**config.mk**
```make
export PLATFORM = sky130hd
export DESIGN_NAME = cwt_engine
export DESIGN_NICKNAME = d
export VERILOG_FILES = /design/src/rtl/cwt_pkg.sv /design/src/rtl/cwt_unpack.sv /design/src/rtl/cwt_serial.sv /design/src/rtl/cwt_engine.sv
export SDC_FILE = /design/constraint.sdc
export NUM_CORES = 1
export LEC_CHECK = 0
export BUFFER_PORTS_ARGS = -buffer_cell sky130_fd_sc_hd__buf_2
export CORE_AREA = 2 2 73 144
export CTS_CLUSTER_SIZE = 25
export DETAILED_ROUTE_END_ITERATION = 7
export DIE_AREA = 0 0 75 146
export HOLD_SLACK_MARGIN = 0.1
export PLACE_DENSITY = 0.72
export SYNTH_ARGS = -nofsm -noshare
export SYNTH_HDL_FRONTEND = slang
export SYNTH_SLANG_ARGS = --single-unit
```
**constraint.sdc**
```tcl
create_clock -name clk -period 4.1 [get_ports clk]
set_input_delay 0.615 -clock clk [delete_from_list [all_inputs] [get_ports clk]]
set_output_delay 0.615 -clock clk [all_outputs]
set_load 0.02 [all_outputs]
```
**src/rtl/cwt_pkg.sv**
```systemverilog
package cwt_pkg;

    localparam int DESC_W     = 32;
    localparam int LEN_W      = 18;
    localparam int WORD_BYTES = DESC_W / 8;

    typedef enum logic [1:0] {
        FMT_BYTE = 2'd0,
        FMT_HALF = 2'd1,
        FMT_WORD = 2'd2,
        FMT_RSVD = 2'd3
    } fmt_e;

    typedef struct packed {
        logic             tx;
        logic             dc;
        logic             done_en;
        fmt_e             fmt;
        logic             tmo;
        logic [1:0]       te;
        logic             rep;
        logic [1:0]       rsvd;
        logic [2:0]       dummy;
        logic [LEN_W-1:0] len;
    } desc_t;

    typedef enum logic [2:0] {
        S_IDLE,
        S_FETCH,
        S_LOAD,
        S_SHIFT,
        S_GAP
    } state_e;

endpackage

```
**src/rtl/cwt_unpack.sv**
```systemverilog
module cwt_unpack
    import cwt_pkg::*;
#(
    parameter int NBYTES = WORD_BYTES
) (
    input  logic [8*NBYTES-1:0]       word,
    input  logic [$clog2(NBYTES)-1:0] idx,
    input  logic [$clog2(NBYTES):0]   nvalid,
    input  logic                      swap,
    input  fmt_e                      fmt,
    output logic [7:0]                byte_o
);

    localparam int IW = $clog2(NBYTES);
    localparam int BW = IW + 1;
    localparam logic [BW-1:0] ONE = BW'(1);
    localparam logic [BW-1:0] G2  = BW'(2);
    localparam logic [BW-1:0] G4  = BW'(NBYTES);

    logic [7:0]    lanes [NBYTES];
    logic [BW-1:0] gsz, base, rel, cnt, sel_w, idx_w;

    for (genvar g = 0; g < NBYTES; g++) begin : g_lane
        assign lanes[g] = word[8*g +: 8];
    end

    always_comb begin
        gsz = ONE;
        if (swap) begin
            unique case (fmt)
                FMT_HALF: gsz = G2;
                FMT_WORD: gsz = G4;
                default:  gsz = ONE;
            endcase
        end
        idx_w = {1'b0, idx};
        base  = idx_w & ~(gsz - ONE);
        rel   = idx_w - base;
        cnt   = nvalid - base;
        if (cnt > gsz) cnt = gsz;
        sel_w = base + cnt - ONE - rel;
    end

    assign byte_o = lanes[sel_w[IW-1:0]];

    always_comb begin
        if (nvalid != '0 && idx_w < nvalid)
            AST_SEL_IN_WORD: assert (sel_w < nvalid);
    end

endmodule

```
**src/rtl/cwt_serial.sv**
```systemverilog
module cwt_serial #(
    parameter int DIV = 2
) (
    input  logic       clk,
    input  logic       rst_n,
    input  logic       start,
    input  logic [7:0] din,
    output logic       busy,
    output logic       done,
    output logic       sck,
    output logic       mosi
);

    localparam int CW = (DIV > 1) ? $clog2(DIV) : 1;
    localparam logic [CW-1:0] DIV_LAST = CW'(DIV - 1);

    logic [7:0]    sh;
    logic [2:0]    bitn;
    logic [CW-1:0] div_cnt;

    always_ff @(posedge clk or negedge rst_n) begin
        if (!rst_n) begin
            busy    <= 1'b0;
            done    <= 1'b0;
            sck     <= 1'b0;
            sh      <= '0;
            bitn    <= '0;
            div_cnt <= '0;
        end else begin
            done <= 1'b0;
            if (!busy) begin
                if (start) begin
                    busy    <= 1'b1;
                    sh      <= din;
                    bitn    <= '0;
                    div_cnt <= '0;
                    sck     <= 1'b0;
                end
            end else if (div_cnt == DIV_LAST) begin
                div_cnt <= '0;
                if (!sck) begin
                    sck <= 1'b1;
                end else begin
                    sck <= 1'b0;
                    if (bitn == 3'd7) begin
                        busy <= 1'b0;
                        done <= 1'b1;
                    end else begin
                        sh   <= {sh[6:0], 1'b0};
                        bitn <= bitn + 3'd1;
                    end
                end
            end else begin
                div_cnt <= div_cnt + CW'(1);
            end
        end
    end

    assign mosi = sh[7];

    AST_MOSI_HOLD: assert property (@(posedge clk) disable iff (!rst_n)
        (sck && $past(sck)) |-> $stable(mosi));

    AST_SCK_IDLE_LOW: assert property (@(posedge clk) disable iff (!rst_n)
        !busy |-> !sck);

endmodule

```
**src/rtl/cwt_engine.sv**
```systemverilog
module cwt_engine
    import cwt_pkg::*;
#(
    parameter int DIV = 2
) (
    input  logic              clk,
    input  logic              rst_n,
    input  logic              swap_en,
    input  logic              fifo_valid,
    input  logic [DESC_W-1:0] fifo_data,
    output logic              fifo_ready,
    output logic              spi_sck,
    output logic              spi_mosi,
    output logic              spi_cs_n,
    output logic              spi_dc,
    output logic              cmd_done
);

    localparam int IW    = $clog2(WORD_BYTES);
    localparam int CNT_W = LEN_W + 1;
    localparam logic [CNT_W-1:0] C_ONE = CNT_W'(1);
    localparam logic [CNT_W-1:0] C_WB  = CNT_W'(WORD_BYTES);
    localparam logic [IW:0]      N_ONE = (IW+1)'(1);
    localparam logic [IW:0]      N_WB  = (IW+1)'(WORD_BYTES);

    state_e            state, state_nx;
    desc_t             desc;
    logic              dc_q, done_en_q;
    fmt_e              fmt_q;
    logic [CNT_W-1:0]  remain;
    logic [DESC_W-1:0] word_q;
    logic [IW-1:0]     idx;
    logic [IW:0]       nvalid;
    logic              cs_n_q;
    logic              ser_start, ser_busy, ser_done;
    logic [7:0]        cur_byte;
    logic              last_in_word;
    logic              unused_fields;

    assign desc          = desc_t'(fifo_data);
    assign unused_fields = ^{desc.tmo, desc.te, desc.rep, desc.rsvd, desc.dummy};
    assign last_in_word  = ({1'b0, idx} == (nvalid - N_ONE));

    // next-state logic
    always_comb begin
        state_nx = state;
        unique case (state)
            S_IDLE:  if (fifo_valid && desc.tx) state_nx = S_FETCH;
            S_FETCH: if (fifo_valid) state_nx = S_LOAD;
            S_LOAD:  state_nx = S_SHIFT;
            S_SHIFT: if (ser_done) begin
                         if (remain == C_ONE)   state_nx = S_GAP;
                         else if (last_in_word) state_nx = S_FETCH;
                         else                   state_nx = S_LOAD;
                     end
            S_GAP:   state_nx = S_IDLE;
            default: state_nx = S_IDLE;
        endcase
    end

    // state register
    always_ff @(posedge clk or negedge rst_n) begin
        if (!rst_n) state <= S_IDLE;
        else        state <= state_nx;
    end

    // datapath registers
    always_ff @(posedge clk or negedge rst_n) begin
        if (!rst_n) begin
            dc_q      <= 1'b0;
            done_en_q <= 1'b0;
            fmt_q     <= FMT_BYTE;
            remain    <= '0;
            word_q    <= '0;
            idx       <= '0;
            nvalid    <= '0;
            cs_n_q    <= 1'b1;
        end else begin
            if (state == S_IDLE && fifo_valid && desc.tx) begin
                dc_q      <= desc.dc;
                done_en_q <= desc.done_en;
                fmt_q     <= desc.fmt;
                remain    <= {1'b0, desc.len} + C_ONE;
            end
            if (state == S_FETCH && fifo_valid) begin
                word_q <= fifo_data;
                idx    <= '0;
                nvalid <= (remain >= C_WB) ? N_WB : remain[IW:0];
            end
            if (state == S_SHIFT && ser_done) begin
                remain <= remain - C_ONE;
                idx    <= idx + IW'(1);
            end
            if (state == S_LOAD)     cs_n_q <= 1'b0;
            if (state_nx == S_GAP)   cs_n_q <= 1'b1;
        end
    end

    // outputs
    always_comb begin
        fifo_ready = (state == S_IDLE) || (state == S_FETCH);
        ser_start  = (state == S_LOAD);
        cmd_done   = (state == S_GAP) && done_en_q;
        spi_cs_n   = cs_n_q;
        spi_dc     = dc_q;
    end

    cwt_unpack #(.NBYTES(WORD_BYTES)) u_unpack (
        .word   (word_q),
        .idx    (idx),
        .nvalid (nvalid),
        .swap   (swap_en),
        .fmt    (fmt_q),
        .byte_o (cur_byte)
    );

    cwt_serial #(.DIV(DIV)) u_serial (
        .clk   (clk),
        .rst_n (rst_n),
        .start (ser_start),
        .din   (cur_byte),
        .busy  (ser_busy),
        .done  (ser_done),
        .sck   (spi_sck),
        .mosi  (spi_mosi)
    );

    AST_DONE_PULSE: assert property (@(posedge clk) disable iff (!rst_n)
        cmd_done |=> !cmd_done);

    AST_NO_READY_SHIFT: assert property (@(posedge clk) disable iff (!rst_n)
        ser_busy |-> !fifo_ready);

    AST_DC_HOLD: assert property (@(posedge clk) disable iff (!rst_n)
        (!spi_cs_n && $past(!spi_cs_n)) |-> $stable(spi_dc));

    AST_SCK_NEEDS_CS: assert property (@(posedge clk) disable iff (!rst_n)
        spi_sck |-> !spi_cs_n);

    AST_CS_GAP: assert property (@(posedge clk) disable iff (!rst_n)
        $rose(spi_cs_n) |=> spi_cs_n);

    AST_FETCH_HAS_BYTES: assert property (@(posedge clk) disable iff (!rst_n)
        (state == S_FETCH) |-> (remain != '0));

endmodule

```
== Word-level counts from Yosys, hierarchy flattened ==
Index checks and enable logic that the tools add are counted.

* Flip-flop bits (word level): 79
* Logic and storage cells: 103
* Input bits: 36

* Muxes and demuxes: 43
* Add/sub/neg operators: 12
* Order comparisons: 3
* Equality and inequality tests: 13
* Reduce and logical (&&, ||, !) cells: 14
* Bitwise logic cells: 3

{| class="wikitable"
|+ Operator list
! operator !! number
|-
| $mux 8 || 7
|-
| $mux 19 || 2
|-
| $mux 3 || 11
|-
| $add 18x1->19 const B || 1
|-
| $eq 19x1->1 const B || 1
|-
| $ge 19x3->1 const B || 1
|-
| $sub 19x1->19 const B || 1
|-
| $bmux 8 s2 || 1
|-
| $mux 1 || 16
|-
| $pmux 3 s4 || 1
|-
| $eq 3x3->1 const B || 3
|-
| $mux 2 || 4
|-
| $reduce_bool 2->1 || 4
|-
| $eq 3x2->1 const B || 2
|-
| $logic_and 1x1->1 || 6
|-
| $ne 2x2->1 const B || 3
|-
| $pmux 3 s2 || 1
|-
| $sub 3x1->3 const B || 2
|-
| $reduce_and 4->1 || 1
|-
| $sub 2x2->2 || 2
|-
| $add 3x1->3 const B || 1
|-
| $and 2x3->3 || 1
|-
| $eq 2x3->1 || 1
|-
| $eq 3x1->1 const B || 1
|-
| 14 further kinds || 14
|}

== Longest topological paths before layout ==
Gate-level depths: netlist of run 1.

* Depth in word-level cells: 18
* Gate-level depth with buffers: 21
* Mapped depth without buffers: 20

== Cells and area by module ==
A second synthesis of run 1 with hierarchy kept.

* Cell total of the unflattened synthesis: 483
* Area, all modules: 4513.1 µm²

{| class="wikitable"
|+ Modules (own cells, without submodules)
! module !! area each (µm²) !! instances !! cells an instance
|-
| cwt_engine || 3258.1 || 1 || 373
|-
| cwt_serial || 750.7 || 1 || 54
|-
| cwt_unpack || 504.2 || 1 || 56
|}

== Least setup slack after synthesis of run 1 ==
OpenSTA, ideal clock, no wires.

* Path type: register to register
* Start: register fmt_q[0]
* End: register u_serial.sh[2]
* Stages on the path, launching flop included: 21
* Path buffers: 1
* Clock period less this slack: 4278 ps
* Data required time: 4005 ps
* Path slack: -178 ps
* Arrival: 4183 ps
* Setup time: 95 ps
* Cell sequence: dfrtp_1 inv_1 ha_1 nand2b_1 nand2_1 inv_1 ha_1 inv_1 fa_1 ha_1 and3_4 or3_1 nor2_1 a21oi_1 ha_1 xnor2_2 xnor2_4 buf_4 mux2i_1 a22oi_1 o31ai_1

* Cells in the longest elaborated chain, start to end: 18
* Elaborated cells on any way between the ends: 20
* Classes of those cells: add/sub: 6; order compare: 1; eq/ne: 2; mux: 8; bitwise: 3

{| class="wikitable"
|+ Ends and longest elaborated chain
! what !! line !! source
|-
| start: declaration || cwt_engine.sv:29 || <nowiki>fmt_e fmt_q;</nowiki>
|-
| start signal: assignment || cwt_engine.sv:82 || <nowiki>fmt_q <= desc.fmt;</nowiki>
|-
| $eq 2x2->1 / $eq 2x1->1 (equally long branches) || cwt_unpack.sv:30 || <nowiki>unique case (fmt)</nowiki>
|-
| $pmux 3 s2 (*) || cwt_unpack.sv:30 ||
|-
| $mux 3 (*) || cwt_unpack.sv:29 || <nowiki>if (swap) begin</nowiki>
|-
| $sub 3x1->3 || cwt_unpack.sv:37 || <nowiki>base = idx_w & ~(gsz - ONE);</nowiki>
|-
| $not 3->3 || cwt_unpack.sv:37 ||
|-
| $and 2x3->3 || cwt_unpack.sv:37 ||
|-
| $sub 3x3->3 || cwt_unpack.sv:39 || <nowiki>cnt = nvalid - base;</nowiki>
|-
| $gt 3x3->1 || cwt_unpack.sv:40 || <nowiki>if (cnt > gsz) cnt = gsz;</nowiki>
|-
| $mux 2 || cwt_unpack.sv:40 ||
|-
| $add 2x2->2 || cwt_unpack.sv:41 || <nowiki>sel_w = base + cnt - ONE - rel;</nowiki>
|-
| $sub 2x1->2 || cwt_unpack.sv:41 ||
|-
| $sub 2x2->2 (*) || cwt_unpack.sv:41 ||
|-
| $not 2->3 (not written as such) (*) || cwt_unpack.sv:44 || <nowiki>assign byte_o = lanes[sel_w[IW-1:0]];</nowiki>
|-
| $bmux 8 s2 (*) || cwt_unpack.sv:44 ||
|-
| $mux 8 (not written as such) (*) (2 in series) || cwt_unpack.sv:44 ||
|-
| $mux 8 (*) || cwt_serial.sv:32 || <nowiki>if (start) begin</nowiki>
|-
| $mux 8 (*) || cwt_serial.sv:31 || <nowiki>if (!busy) begin</nowiki>
|-
| end signal: assignment || cwt_serial.sv:34 || <nowiki>sh <= din;</nowiki>
|-
| end signal: assignment || cwt_serial.sv:49 || <nowiki>sh <= {sh[6:0], 1'b0};</nowiki>
|-
| end: declaration || cwt_serial.sv:17 || <nowiki>logic [7:0] sh;</nowiki>
|}

Mark *: on every way between the ends. The rest lies on a longest branch, timed or not. The select of a mux whose other input is x is not followed.
A chain may end at the register's enable or synchronous reset.

== Worst setup path in the final report of run 1 ==
* Start: register fmt_q[0]
* End: register u_serial.sh[4]

The elaborated chain is that of the path after synthesis.

==> summary.txt, run 1 <==
========================================================================================
Result of the run                                                           complete, no violations
Hold Buf Count CTS                                                                     0
Detail Route Antenna Nets                                                              0
Clock latency of the later-clocked register in the worst-skew pair                340 ps
Area of the placeable core                                                      9760 um2
Worst min-delay path class                                                   in -> async
Placer Congestion                                                                  0.889
Setup repair after global routing missed its margin                                 true
Std-Cell Rows                                                                         51
Most frequent standard cell in the layout excluding fill and tap cells           nand2_1
Y dimension of the die                                                            146 um
Setup Total Neg Slack                                                               0 ps
Largest driver fanout on the critical path                                             8
Total track usage                                                                  0.250
Maximum buffer depth of the clock tree                                                 2
Area share of the leading cell type in the synthesized netlist                     0.406
Clock tree from TritonCTS                                                            yes
Floorplan die width                                                                75 um
Global-route congestion overflow total                                                 0
Final-report setup violation count                                                     0
Yosys Warn Count                                                                       0
Area leader, netlist                                                             dfrtp_1
Power density relative to cell area                                           996 nW/um2
Final count of hold timing violations                                                  0
Initial antenna violation count                                                        0
Total Power Consumption                                                          5690 uW
Number of input and output port buffers inserted                                      41
# Max-Cap Violations                                                                   0
IO Count                                                                              42
Maximum clock skew at final layout                                               5.56 ps
Startpoint types                                                               flip-flop
Net count reported at finish                                                         645
Biggest area contributors in the synthesized netlist                        dfrtp_1 (41%), nand2_1 (9.6%), nor2_1 (4.2%)
Worst hold margin                                                                 433 ps
Starting density of the core                                                       0.493
Classification of the worst setup path                                        reg -> reg
Number of search-and-repair iterations in the first detailed-routing pass              7
Detailed-route via count                                                            4279
Synth async-reset ratio                                                             1.00
Count of state elements after synthesis                                               79
Critical path arrival                                                            4280 ps
Post-route DRC                                                                         0
Clock-pin transition on the worst setup and hold timing paths                      60 ps
Via count of the first global-routing pass                                          4375
Maximum VDD drop                                                              0.000742 V
Master cell of the clock root buffer                                           clkbuf_16
Post-Syn Nets                                                                        603
Sequential-to-total area share from yosys stat                                     0.411
Flip-flop cell with the highest count after synthesis                            dfrtp_1
Headroom to the max-slew limit                                                     0.191
Worst-margin pin slew                                                            1210 ps
Number of cells traversed by the worst register-to-register path                      21
Terminus of the critical flop-to-flop path                                  u_serial.sh[4]
Maximum number of pins on one net before global-route repair                          80
Commonest cells after routing, fill and taps aside                          nand2_1 (121), dfrtp_1 (78), nor2_1 (52), buf_2 (40), and3_1 (22)
Post-detailed-route wirelength per cell                                          17.4 um
Worst setup path startpoint                                                     fmt_q[0]
Reg2reg start                                                                   fmt_q[0]
Leakage power figure                                                          0.00260 uW
Synth Instances                                                                      552
CTS sink count                                                                        79
Max Fclk                                                                         248 MHz
Reg2Reg Setup Slack                                                                70 ps
Crit end category                                                              flip-flop
Final worst-path cycle share                                                       0.984
Via count normalized by instance count                                              5.85
H-tree depth                                                                           3
Post-synthesis instance area                                                    4810 um2
Wire length of the first global-routing pass                                     21.2 mm
Worst path required time                                                         4340 ps
Antenna diode count                                                                    0
Share of final-layout standard cells stronger than drive strength 1                0.200
CTS buffer count                                                                       9
Initial DRC count                                                                    304
DIE AREA                                                                       11000 um2
Synth cell types                                                                      66
Time the final worst path needs with I/O delays and setup                        4030 ps
Signed area change from the synthesized netlist to the final layout                18.9%
Number of enable-type register cells in the synthesized netlist                        0
Half-perimeter wire length after detailed placement                              9.35 mm
Count of pins over their slew limit                                                    0
End of the critical path                                                    u_serial.sh[4]
Wirelength, routed                                                               12.7 mm
Mean cell area of the mapped netlist                                            8.71 um2
========================================================================================
-- power breakdown --
| group | switching (uW) | internal (uW) |
|---|---|---|
| registers | 297 | 1040 |
| clock network | 334 | 553 |
| logic | 1790 | 1670 |
-- final cells by class --
| type | count | area (um2) |
|---|---|---|
| inverter | 16 | 60.1 |
| multi-input combinational | 430 | 2810 |
| clock inverter | 6 | 92.6 |
| timing repair buffer | 58 | 375 |
| tap | 132 | 165 |
| clock buffer | 10 | 239 |
| sequential | 79 | 1980 |
| fill | 860 | 4050 |
-- synth_stat cells (5+ instances only) --
library cell,count
dfrtp_1,78
clkbuf_1,20
nor2_1,54
a22oi_1,15
xor2_1,6
nand2_1,123
mux2i_1,16
and3_1,22
nand3_1,12
or3_1,5
o21ai_0,12
inv_1,16
ha_1,14
xnor2_1,15
a211oi_1,23
o31ai_1,9
nand2b_1,5
nor3_1,12
a21oi_1,9
nor2b_1,16
-- flip-flops by register name, indices dropped and copies added, names as in the netlist, 2 cells and up --
name / flops
remain: 19
word_q: 32
u_serial.bitn: 3
fmt_q: 2
state: 3
idx: 2
nvalid: 3
u_serial.sh: 8
-- per-stage QoR --
step           area, um2   util  cells  setup slack [ps]
2_1_floorplan       4840      -    552              19.6
3_3_place_gp        5210  0.534    709              78.5
3_5_place_dp        5210  0.534    709             -81.3
4_1_cts             5680  0.582    732              16.2
5_1_grt             5720  0.586    731              -132
6_report            5720  0.586    731              65.3
-- worst max-delay path: stages (launching register included) --
cell     delay, ps
dfrtp_1        390
inv_2           80
ha_4           200
buf_6          110
xnor2_2        120
nand2_1         80
nand2_2         70
fa_2           390
xnor2_2        140
ha_1           310
buf_6          110
nor2_4          40
or3_4          400
nor2_4         100
a21oi_2         40
ha_2           210
xnor2_4        160
xnor2_4        230
buf_12         170
mux2i_2        220
a22oi_1        120
o31ai_1        260
-- routing by layer --
layer,GRT usage,part of all wire,wire length (um)
met5,0,0,0
met2,0.412,0.53,6810
met3,0.0270,0.031,399
met4,0.176,0.069,876
met1,0.289,0.36,4640
-- worst min-delay path by stage --
stage                             start          to  slack (ps)
after floorplan                   rst_n   done_en_q         320
after global placement           spi_dc      spi_dc         460
after detailed placement      done_en_q   done_en_q         460
after CTS                 fifo_data[19]  word_q[19]         460
after global routing      fifo_data[19]  word_q[19]         460
final                             rst_n  remain[14]         430
-- what timing repair did --
item,4_1_cts,5_1_grt
gates resized for setup,15,15
cloned,1,0
endpoints found under the setup margin,8,8
buffers inserted,6,0
pin swaps,10,21
-- kinds of logic after synthesis --
logic type,Yosys count,synth area share
AOI/OAI and AO/OA,99,0.152
xor gates and xnor gates,23,0.0473
adders and majority gates,15,0.0406
buffers and inverters,43,0.0362
DFF,79,0.411
muxes,18,0.0388
and+or+nand+nor,275,0.274
(Power assumes the default switching activity.)
==> run 2, diff against run 1 <==
--- a/config.mk
+++ b/config.mk
@@ -12,6 +12,7 @@
 export DIE_AREA = 0 0 75 146
 export HOLD_SLACK_MARGIN = 0.1
 export PLACE_DENSITY = 0.72
+export REMOVE_ABC_BUFFERS = 1
 export SYNTH_ARGS = -nofsm -noshare
 export SYNTH_HDL_FRONTEND = slang
 export SYNTH_SLANG_ARGS = --single-unit
==> summary.txt, run 2 (synthesized netlist as in run 1, its figures left out) <==
========================================================================================
Result of the run                                                           finished with violations   was complete, no violations
Violated checks                                                             setup timing
Half-perimeter wire length after detailed placement                              9.00 mm   was 9.35 mm
Signed area change from the synthesized netlist to the final layout                17.4%   was 18.9%
Number of search-and-repair iterations in the first detailed-routing pass              5   was 7
Crit end category                                                              flip-flop   unchanged
Headroom to the max-slew limit                                                     0.330   was 0.191
Startpoint types                                                               flip-flop   unchanged
Antenna diode count                                                                    0   unchanged
Registers with the most flip-flops                                          word_q (32), remain (19), u_serial.sh (8)   unchanged
Combinational Power Share                                                          0.634   was 0.609
Maximum buffer depth of the clock tree                                                 2   unchanged
Series of cell instances along the critical path                            ha_4 > nand2b_4 > nand2_2 > inv_2 > ha_4 > inv_2 > fa_2 > xnor2_2 > ha_1 > and3_4 > or3_4 > nor2_4 > a21oi_2 > ha_2 > xnor2_4 > xnor2_4 > buf_6 > buf_16 > mux2i_1 > a22oi_1 > o31ai_1   was inv_2 > ha_4 > buf_6 > xnor2_2 > nand2_1 > nand2_2 > fa_2 > xnor2_2 > ha_1 > buf_6 > nor2_4 > or3_4 > nor2_4 > a21oi_2 > ha_2 > xnor2_4 > xnor2_4 > buf_12 > mux2i_2 > a22oi_1 > o31ai_1
Clock latency of the later-clocked register in the worst-skew pair                330 ps   was 340 ps
Setup ws final                                                                  -14.6 ps   was 65.3 ps
H-tree depth                                                                           3   unchanged
Count of buffering cells on the critical path with inverters included                  4   unchanged
Starting density of the core                                                       0.493   unchanged
Clock tree from TritonCTS                                                            yes   unchanged
Maximum clock skew at final layout                                               4.10 ps   was 5.56 ps
Max reg flops                                                                         32   unchanged
# Max-Cap Violations                                                                   0   unchanged
Switching power as a share of total power                                          0.426   about the same
Maximum VDD drop                                                              0.000513 V   was 0.000742 V
Part of the total power dissipated in the clock network                            0.133   was 0.156
Total track usage                                                                  0.245   was 0.250
Detail Route Antenna Nets                                                              0   unchanged
Largest delay share family, worst path                                       adder cells   unchanged
Power density relative to cell area                                          1010 nW/um2   was 996 nW/um2
Post-detailed-route wirelength per cell                                          17.4 um   about the same
Max Fclk                                                                         243 MHz   was 248 MHz
Global-route congestion overflow total                                                 0   unchanged
Wirelength, routed                                                               12.8 mm   was 12.7 mm
Count of pins over their slew limit                                                    0   unchanged
Final-report setup violation count                                                     1   was 0
Y dimension of the die                                                            146 um   unchanged
Final worst-path cycle share                                                        1.00   was 0.984
Reg2Reg Setup Slack                                                               -10 ps   was 70 ps
Clock-pin transition on the worst setup and hold timing paths                      60 ps   about the same
Largest driver fanout on the critical path                                             6   was 8
DIE AREA                                                                       11000 um2   unchanged
Std-Cell Rows                                                                         51   unchanged
Worst-margin pin slew                                                            1000 ps   was 1210 ps
Worst path required time                                                         4330 ps   was 4340 ps
Commonest cells after routing, fill and taps aside                          nand2_1 (122), dfrtp_1 (78), nor2_1 (53), buf_2 (40)   was nand2_1 (121), dfrtp_1 (78), nor2_1 (52), buf_2 (40), and3_1 (22)
Design area                                                                     5640 um2   was 5720 um2
Maximum number of pins on one net before global-route repair                          80   unchanged
Post-route DRC                                                                         0   unchanged
IO Count                                                                              42   unchanged
Leakage power figure                                                          0.00258 uW   was 0.00260 uW
Worst min-delay path class                                                   in -> async   unchanged
Switching pwr                                                                    2430 uW   was 2420 uW
CTS sink count                                                                        79   unchanged
Placer Congestion                                                                  0.924   was 0.889
Total Power Consumption                                                          5700 uW   was 5690 uW
Delay of the slowest cell on the worst path                                       410 ps   was 400 ps
Time the final worst path needs with I/O delays and setup                        4110 ps   was 4030 ps
CTS buffer count                                                                       9   unchanged
Share of final-layout standard cells stronger than drive strength 1                0.188   was 0.200
Via count of the first global-routing pass                                          4405   was 4375
Critical path arrival                                                            4350 ps   was 4280 ps
Number of input and output port buffers inserted                                      41   unchanged
Via count normalized by instance count                                              5.85   about the same
Sequential power share                                                             0.233   was 0.235
Initial DRC count                                                                    300   was 304
Floorplan die width                                                                75 um   unchanged
Area of the placeable core                                                      9760 um2   unchanged
Net count reported at finish                                                         647   was 645
Initial antenna violation count                                                        0   unchanged
Setup repair after global routing missed its margin                                 true   unchanged
Register with the most flip-flops                                                 word_q   unchanged
Critical path's slowest cell                                                     dfrtp_1   was or3_4
Master cell of the clock root buffer                                           clkbuf_16   unchanged
Most frequent standard cell in the layout excluding fill and tap cells           nand2_1   unchanged
Classification of the worst setup path                                        reg -> reg   unchanged
Final count of hold timing violations                                                  0   unchanged
Wire length of the first global-routing pass                                     20.8 mm   was 21.2 mm
Detailed-route via count                                                            4287   was 4279
Power Internal                                                                   3270 uW   about the same
Post-placement cell area                                                        5200 um2   was 5210 um2
========================================================================================
[run 2: worst paths after layout]
check,from,to,depth (start not counted)
worst max-delay path,fmt_q[1],u_serial.sh[4],21
worst min-delay path,rst_n,remain[12],1
min in group clk,fifo_data[18],word_q[18],3
worst max register to register,fmt_q[1],u_serial.sh[4],21
max in group asynchronous,rst_n,word_q[20],1
worst min register to register,done_en_q,done_en_q,2
[run 2: per-layer routing]
metal / vias to the layer above / wire (um) / track usage
met5: - / 0 / 0
met4: 0 / 591 / 0.138
met3: 48 / 410 / 0.0416
met2: 138 / 6970 / 0.424
met1: 2079 / 4800 / 0.269
li1: 2022 / - / -
[run 2: power groups by stage]
| stage | registers [uW] | clock network, uW | logic (uW) |
|---|---|---|---|
| 4_1_cts | 1320 | 765 | 3450 |
| 5_1_grt | 1360 | 794 | 3900 |
| 3_3_place_gp | 1310 | 0 | 2910 |
| 3_5_place_dp | 1320 | 0 | 3030 |
| 2_1_floorplan | 1240 | 0 | 2200 |
| 6_report | 1330 | 757 | 3620 |
[run 2: metrics by stage]
step | setup TNS (ps) | utilization | worst slack [ps] | hold slack, ps | cells
finish | -14.6 | 0.578 | -14.6 | 440 | 733
global route | -1160 | 0.578 | -207 | 471 | 733
CTS | 0 | 0.571 | 1.38 | 459 | 731
detailed placement | -486 | 0.532 | -106 | 465 | 711
global placement | 0 | 0.532 | 76.9 | 457 | 711
floorplan | -2140 | - | -272 | 319 | 525
[run 2: repair_timing]
action / in CTS / in global routing
buffers inserted: 3 / 2
pin swaps: 13 / 16
resized for setup: 12 / 11
endpoints found under the hold margin: 0 / 0
endpoints found under the setup margin: 8 / 8
hold buffers: 0 / 0
cloned: 1 / 0
[run 2: final cells by class]
type	count	area [um2]
Sequential cell	79	1980
Clock buffer	13	260
Clock inverter	3	17.5
Fill cell	873	4120
Inverter	16	60.1
Multi-Input combinational cell	430	2760
Tap cell	132	165
Timing Repair Buffer	60	399
